`src/rtl/lc_pkg.sv`:
```
package lc_pkg;
  localparam int LC_ADDR_W     = 15;
  localparam int LC_DATA_W     = 12;
  localparam int LC_SETS       = 8;
  localparam int LC_LINE_WORDS = 4;
endpackage

```
`src/rtl/lc_tag_array.sv`:
```
module lc_tag_array #(
  parameter int SETS  = 8,
  parameter int TAG_W = 10,
  localparam int IDX_W = $clog2(SETS)
) (
  input  logic             clk,
  input  logic             rst_n,
  input  logic             wr_en,
  input  logic [IDX_W-1:0] wr_idx,
  input  logic [TAG_W-1:0] wr_tag,
  input  logic [IDX_W-1:0] a_idx,
  output logic [TAG_W-1:0] a_tag,
  output logic             a_vld,
  input  logic [IDX_W-1:0] b_idx,
  output logic [TAG_W-1:0] b_tag,
  output logic             b_vld
);
  logic [TAG_W-1:0] tag_q [SETS];
  logic [SETS-1:0]  vld_q;

  for (genvar s = 0; s < SETS; s++) begin : g_set
    always_ff @(posedge clk) begin
      if (!rst_n) begin
        vld_q[s] <= 1'b0;
      end else if (wr_en && wr_idx == IDX_W'(s)) begin
        vld_q[s] <= 1'b1;
      end
    end
    always_ff @(posedge clk) begin
      if (wr_en && wr_idx == IDX_W'(s)) tag_q[s] <= wr_tag;
    end
  end

  assign a_tag = tag_q[a_idx];
  assign a_vld = vld_q[a_idx];
  assign b_tag = tag_q[b_idx];
  assign b_vld = vld_q[b_idx];
endmodule

```
`src/rtl/lc_data_array.sv`:
```
module lc_data_array #(
  parameter int SETS   = 8,
  parameter int WORDS  = 4,
  parameter int DATA_W = 12,
  localparam int IDX_W = $clog2(SETS),
  localparam int OFF_W = $clog2(WORDS)
) (
  input  logic                    clk,
  input  logic                    fill_en,
  input  logic [IDX_W-1:0]        fill_idx,
  input  logic [WORDS*DATA_W-1:0] fill_line,
  input  logic                    st_en,
  input  logic [IDX_W-1:0]        st_idx,
  input  logic [OFF_W-1:0]        st_off,
  input  logic [DATA_W-1:0]       st_data,
  input  logic [IDX_W-1:0]        rd_idx,
  input  logic [OFF_W-1:0]        rd_off,
  output logic [DATA_W-1:0]       rd_data
);
  logic [DATA_W-1:0] mem [SETS][WORDS];

  for (genvar s = 0; s < SETS; s++) begin : g_set
    for (genvar w = 0; w < WORDS; w++) begin : g_word
      // store is applied after the fill, so it takes priority
      always_ff @(posedge clk) begin
        if (st_en && st_idx == IDX_W'(s) && st_off == OFF_W'(w)) begin
          mem[s][w] <= st_data;
        end else if (fill_en && fill_idx == IDX_W'(s)) begin
          mem[s][w] <= fill_line[w*DATA_W +: DATA_W];
        end
      end
    end
  end

  assign rd_data = mem[rd_idx][rd_off];
endmodule

```
`src/rtl/lc_line_cache.sv`:
```
module lc_line_cache #(
  parameter int ADDR_W     = lc_pkg::LC_ADDR_W,
  parameter int DATA_W     = lc_pkg::LC_DATA_W,
  parameter int SETS       = lc_pkg::LC_SETS,
  parameter int LINE_WORDS = lc_pkg::LC_LINE_WORDS,
  localparam int OFF_W  = $clog2(LINE_WORDS),
  localparam int IDX_W  = $clog2(SETS),
  localparam int LINE_W = ADDR_W - OFF_W,
  localparam int TAG_W  = LINE_W - IDX_W
) (
  input  logic                         clk,
  input  logic                         rst_n,
  input  logic                         lk_valid,
  input  logic [ADDR_W-1:0]            lk_addr,
  output logic                         lk_hit,
  output logic [DATA_W-1:0]            lk_data,
  output logic                         req_valid,
  input  logic                         req_ready,
  output logic [LINE_W-1:0]            req_line,
  input  logic                         rsp_valid,
  output logic                         rsp_ready,
  input  logic [LINE_W-1:0]            rsp_line,
  input  logic [LINE_WORDS*DATA_W-1:0] rsp_data,
  input  logic                         st_valid,
  input  logic [ADDR_W-1:0]            st_addr,
  input  logic [DATA_W-1:0]            st_data
);
  logic [OFF_W-1:0]  lk_off, st_off;
  logic [IDX_W-1:0]  lk_idx, st_idx, rsp_idx;
  logic [TAG_W-1:0]  lk_tag, st_tag, rsp_tag;
  logic [TAG_W-1:0]  a_tag, b_tag;
  logic              a_vld, b_vld;
  logic              fill_en, st_en, st_resident, st_same_set_fill;
  logic [DATA_W-1:0] rd_word;

  assign lk_off  = lk_addr[OFF_W-1:0];
  assign lk_idx  = lk_addr[OFF_W +: IDX_W];
  assign lk_tag  = lk_addr[ADDR_W-1 -: TAG_W];
  assign st_off  = st_addr[OFF_W-1:0];
  assign st_idx  = st_addr[OFF_W +: IDX_W];
  assign st_tag  = st_addr[ADDR_W-1 -: TAG_W];
  assign rsp_idx = rsp_line[IDX_W-1:0];
  assign rsp_tag = rsp_line[LINE_W-1 -: TAG_W];

  // responses are accepted unconditionally
  assign rsp_ready = 1'b1;
  assign fill_en   = rsp_valid;

  lc_tag_array #(.SETS(SETS), .TAG_W(TAG_W)) i_tags (
    .clk   (clk),
    .rst_n (rst_n),
    .wr_en (fill_en),
    .wr_idx(rsp_idx),
    .wr_tag(rsp_tag),
    .a_idx (lk_idx),
    .a_tag (a_tag),
    .a_vld (a_vld),
    .b_idx (st_idx),
    .b_tag (b_tag),
    .b_vld (b_vld)
  );

  // a fill to the store's set decides residency on its own tag
  assign st_resident      = b_vld && (b_tag == st_tag);
  assign st_same_set_fill = fill_en && (rsp_idx == st_idx);
  assign st_en = st_valid && (st_same_set_fill ? (rsp_tag == st_tag) : st_resident);

  lc_data_array #(.SETS(SETS), .WORDS(LINE_WORDS), .DATA_W(DATA_W)) i_data (
    .clk      (clk),
    .fill_en  (fill_en),
    .fill_idx (rsp_idx),
    .fill_line(rsp_data),
    .st_en    (st_en),
    .st_idx   (st_idx),
    .st_off   (st_off),
    .st_data  (st_data),
    .rd_idx   (lk_idx),
    .rd_off   (lk_off),
    .rd_data  (rd_word)
  );

  assign lk_hit    = lk_valid && a_vld && (a_tag == lk_tag);
  assign lk_data   = lk_hit ? rd_word : '0;
  assign req_valid = lk_valid && !lk_hit;
  assign req_line  = lk_addr[ADDR_W-1:OFF_W];
endmodule

```
`config.mk`:
```
export PLATFORM = sky130hd
export DESIGN_NAME = lc_line_cache
export DESIGN_NICKNAME = d
export VERILOG_FILES = /design/src/rtl/lc_pkg.sv /design/src/rtl/lc_tag_array.sv /design/src/rtl/lc_data_array.sv /design/src/rtl/lc_line_cache.sv
export SDC_FILE = /design/constraint.sdc
export NUM_CORES = 1
export LEC_CHECK = 0
export BUFFER_PORTS_ARGS = -buffer_cell sky130_fd_sc_hd__buf_2
export CAP_MARGIN = 40
export CORE_UTILIZATION = 25
export DETAILED_ROUTE_END_ITERATION = 10
export GPL_ROUTABILITY_DRIVEN = 0
export PLACE_DENSITY = 0.5
export SYNTH_ARGS = -nofsm -noshare
export SYNTH_HDL_FRONTEND = slang
export SYNTH_SLANG_ARGS = --single-unit
```
`constraint.sdc`:
```
create_clock -name clk -period 3.2 [get_ports clk]
set_input_delay 0.16 -clock clk [delete_from_list [all_inputs] [get_ports clk]]
set_output_delay 0.16 -clock clk [all_outputs]
set_load 0.02 [all_outputs]
```
Yosys cells after proc, flatten, opt, wreduce, memory -nomap -nowiden
Memories as Yosys holds them, arrays and structs flattened.
Cells that the tools add are included.
W data, S select, Z words.
{"block": "word_totals", "regBits": 8, "ram_bits": 464, "inputBits": 109, "output_inout_bits": 28, "wordCells": 338, "n_memories": 2}
{"memory": "i_data.mem", "depth": 8, "word_bits": 48, "read_ports": 1, "rd_ports_with_merged_regs": 0, "wr": 8, "line": "lc_data_array.sv:20", "source": "logic [DATA_W-1:0] mem [SETS][WORDS];"}
{"memory": "i_tags.tag_q", "depth": 8, "word_bits": 10, "read_ports": 2, "rd_ports_with_merged_regs": 0, "wr": 1, "line": "lc_tag_array.sv:18", "source": "logic [TAG_W-1:0] tag_q [SETS];"}
{"block": "op_classes", "n_lt_le_gt_ge": 3, "eq_ne": 21, "mux": 206, "bitwise_logic": 33, "reduce_logical": 65}
{"cell": "$mux W12", "count": 35}
{"cell": "$mux W1", "count": 154}
{"cell": "$mux W10", "count": 7}
{"cell": "$reduce_or A10 Y1", "count": 7}
{"cell": "$logic_and A1 B1 Y1", "count": 54}
{"cell": "$or A1 B1 Y1", "count": 32}
{"cell": "$eq A10 B10 Y1", "count": 3}
{"cell": "$bmux W12 S2", "count": 1}
{"cell": "$eq A3 B3 Y1 const B", "count": 8}
{"cell": "$mux W3", "count": 7}
{"cell": "$eq A3 B2 Y1 const B", "count": 4}
{"cell": "$lt A3 B4 Y1 const B", "count": 2}
{"cell": "$bmux W1 S3", "count": 2}
{"cell": "$eq A3 B1 Y1 const B", "count": 2}
{"cell": "$logic_not A3 Y1", "count": 2}
{"cell": "$eq A2 B2 Y1 const B", "count": 2}
{"cell": "$eq A3 B3 Y1", "count": 1}
{"cell": "$ge A3 B3 Y1 const B", "count": 1}
{"cell": "$not A2 Y3", "count": 1}
{"cell": "$eq A2 B1 Y1 const B", "count": 1}
{"cell": "$logic_not A2 Y1", "count": 1}
{"cell": "$logic_not A1 Y1", "count": 1}

Depth between registers and ports, before layout
{"block": "depth", "depth_word": 12, "mapped_depth": 10, "depth_no_buf": 7}

Modules after synthesis
A second synthesis with hierarchy kept.
{"block": "hier_totals", "hier_cells": 1657, "hier_area_um2": 25095.3}
{"module": "lc_data_array", "n_inst": 1, "cells_each": 1399, "area_per_inst_um2": 20317.0, "seq_area_each_um2": 11531.1}
{"module": "lc_tag_array", "n_inst": 1, "cells_each": 181, "area_per_inst_um2": 4175.3, "seq_area_each_um2": 2562.5}
{"module": "lc_line_cache", "n_inst": 1, "cells_each": 77, "area_per_inst_um2": 603.1, "seq_area_each_um2": 0.0}

Worst setup path after synthesis
No wires, ideal clock.
{"block": "synth_path", "path_kind": "flip-flop to flip-flop", "startpoint": "mem i_tags.tag_q[6][7]", "endpoint": "mem i_data.mem[6][36] in the netlist's numbering (enable)", "setup_ns": 0.400, "arrival_ns": 2.709, "required_ns": 2.800, "path_slack_ns": 0.091, "stages_incl_launch_ff": 8, "path_buffers": 0, "cell_sequence": "edfxtp_1 mux4_2 nand2_1 nand2_1 xor2_1 nor4_4 a31oi_2 o31ai_1"}
{"item": "start, declared", "line": "lc_tag_array.sv:18"}
{"item": "end, declared", "line": "lc_data_array.sv:20"}

==> results by group <==
Outcome
  • Failing checks: design-rule violations
  • Status: finished with violations

Power and ir drop
  • Peak supply drop: 0.0003529 V
  • Pleak: 9.906 nW
  • Cell Pwr Density: 490.5 nW/um^2
  • Final Total Pwr: roughly 0.015 W

Placed design
  • Buffers on Ports: 134
  • Post-place setup slack: about 0.025 ns
  • Dpl hpwl: 50,060 microns
  • Cells after DPL: around 2,800

Timing
  • Setup TNS: 0 ns
  • Achievable Freq: ~0.32 GHz
  • Worst setup margin: roughly 0.11 ns
  • Final Setup Violations: 0
  • Post-route clock period utilization: 0.9648
  • Pins over their slew limit: 0
  • Final hold vios: 0
  • Final min period: 3.087 ns
  • Rel. slew slack: 0.3894
  • Least-Margin Pin Slew: 0.9159 ns
  • Worst Skew: around 0.020 ns

Drt
  • Routed wire per std cell: 24.14 microns
  • Drt total wl: 71,850 microns
  • DRC viols: 3
  • DR iter-0 viols: 1,149
  • ANT nets after route: 0
  • Vias per inst: 4.787
  • Vias: 14,250
  • DR pass1 iterations: 11

GRT
  • Global route overflow: 0
  • Vias in the first global route: 15,040
  • First-pass GRT wire length: 105,100 microns
  • GR Util All Layers: 0.1445
  • Initial antenna violation count: 11
  • Largest net degree at the start of global routing: 54

Die
  • Die footprint: 99,400 sq um
  • Initial core utilization: 0.2530
  • Num ports: around 140
  • DIE HEIGHT: 315.3 microns
  • Core Area: 96,990 sq um
  • Row count: 114
  • Die X: 315.3 microns

Job
  • MaxCap Viol Count: 0

Final layout
  • Area Overhead vs Synth: 22.11%
  • Final Non-Filler Cells: roughly 3,000
  • # nets final: 1,765
  • Layout cells sized above 1: 0.5301

Logic synthesis
  • Synthesized cell area: 24,530 sq um
  • Cell count after synthesis: 1,435
  • Ys Warns: 0
  • Synth cell types: 49
  • Register area share after synthesis: 0.5744
  • Syn Nets: approximately 1,500
  • Syn_area_per_cell: ~17 sq um
  • Synth Register Bits: 472

Critical path
  • Worst Setup Path Type: reg2out
  • Worst Setup Start Kind: flop
  • CP Max Fanout: 13
  • Crit end category: output port
  • Crit path required time: 3.04 ns
  • WP data arrival: 2.93 ns

CTS
  • CTS H-tree depth: 2
  • CTS Buffer Depth: 3
  • Worst skew pair latency: 0.61 ns
  • CTS tree: done
  • CTS Sinks: 472
  • CTS Buf Count: 50
  • Worst-path clk slew: 0.06 ns
  • Root cell of the clock tree: clkbuf_16

Hold path
  • Hold crit path type: in2reg
## cell type report
cell class | count | area (sq um)
well taps | 1276 | 1597
fillers | 9530 | 67030
multi-input cells | 813 | 9912
clock inverters | 27 | 334.1
diodes | 4 | 10.01
inverters | 16 | 60.06
clock buffers | 65 | 1318
repair buffers | 303 | 2636
flip-flops and latches | 472 | 14090
## per-stage QoR
step / cell area [sq um] / hold slack, ns / utilization
after CTS: 29920 / 0.2113 / 0.3085
final: 29960 / 0.2625 / 0.3089
after detailed placement: 27620 / 0.4694 / 0.2847
after global routing: 29960 / 0.2573 / 0.3089
after floorplan: 24530 / 0.2589 / -
after global placement: 27530 / 0.4652 / 0.2838
## cell usage after synthesis, drive strengths merged
cell type    n  area (sq um)
edfxtp     464         13930
mux2       387          4358
mux4       146          3288
buf         81         504.2
clkbuf      53         209.0
mux2i       53         530.5
o21ai       24         120.1
o31ai       23         222.7
nor2        22         82.58
a31oi       17         112.6
inv         16         60.06
nand2       16         60.06
xnor2       16         140.1
a22oi       13         97.59
xor2        11         96.34
nand3       10         50.05
nor2b        9         56.30
a21oi        8         40.04
dfxtp        8         160.2
o21a         8         60.06
nor3         7         35.03
and2         5         31.28
and3         5         31.28
nand2b       4         25.02
nor4         4         40.04
o22ai        4         25.02
a41oi        3         26.28
nand4        3         18.77
a2bb2oi      2         17.52
and2b        2         15.01
and4         2         17.52
a211oi       1         7.510
a21bo        1         10.01
a22o         1         8.760
conb         1         3.750
nand3b       1         7.510
o2111ai      1         8.760
o221ai       1         8.760
o41ai        1         8.760
or2          1         6.260
## cells in the final DEF, fill, tap and decap left out, types with 9 or more instances in the layout
cell           netlist  routed
clkinv_1             0       9
clkbuf_1            52      14
nand2_1             16      16
buf_6                6      10
mux2i_1             53      48
nor2_1              22      16
buf_4               28      61
xor2_1              11      11
mux4_2             146     146
a31oi_2              1      17
nor2b_1              9       9
o31ai_2             10      23
xnor2_1             16      16
clkbuf_16            0      50
buf_12               0      40
mux2_2             386     386
o21ai_1              3      24
dlygate4sd3_1        0      59
inv_1               16      16
buf_2               40     132
a22oi_1             13      13
nand3_1             10      10
edfxtp_1           464     464
## registers in the layout, summed over array words and instances, names as in the netlist
register	cells
i_tags.vld_q	8
i_tags.tag_q	80
i_data.mem	384
## metal layers
metal / global-route usage / routed length (microns)
met4: 0.04183 / 1815
met1: 0.1876 / 30800
met3: 0.02177 / 2876
met2: 0.2482 / 36310
met5: 0 / 57
## final timing paths
check	from	endpoint	slack, ns	cells past startpoint
worst min register to register	i_tags.vld_q[7]$_SDFFE_PN0P_	i_tags.vld_q[7]$_SDFFE_PN0P_	0.49	1
worst max register to register	i_tags.tag_q[1][7]$_DFFE_PP_	i_data.mem[0][24]$_DFFE_PP_	0.25	8
worst min-delay path	rsp_line[0]	i_data.mem[7][35]$_DFFE_PP_	0.26	4
worst max-delay path	i_tags.tag_q[3][2]$_DFFE_PP_	lk_data[0]	0.11	9
## cell families (layout without fill, tap and decap cells)
kind of cell | Yosys count | in the layout | synth area share
AOI/OAI and AO/OA | 108 | 108 | 0.03157
xor gates and xnor gates | 27 | 27 | 0.009638
buffers and inverters | 150 | 411 | 0.03152
DFF | 472 | 472 | 0.5744
muxes | 586 | 586 | 0.3333
other | 1 | 5 | 0.0001528
and+or+nand+nor | 91 | 91 | 0.01943
## worst max-delay path, stage by stage (launching register included)
cell and delay, ns:
edfxtp_1 0.41, mux4_2 0.51, mux2i_2 0.21, xor2_1 0.16
nand3_1 0.12, nor3_1 0.17, nand3_1 0.15, buf_6 0.21
nor2_2 0.18, buf_2 0.19
## timing repair
| item | in CTS | in global routing |
|---|---|---|
| setup endpoints to repair | 7 | 9 |
| hold buffers | 59 | 0 |
| gates resized for setup | 14 | 4 |
| setup buffers | 0 | 1 |
| hold endpoints to repair | 472 | 0 |
| pin swaps | 0 | 2 |
## where the power goes
group	internal (W)	switching, W
Sequential	0.00702	0.0000525
Clock	0.00347	0.00247
Combinational	0.000816	0.000865
No activity file was read; power rests on OpenSTA's default activity.
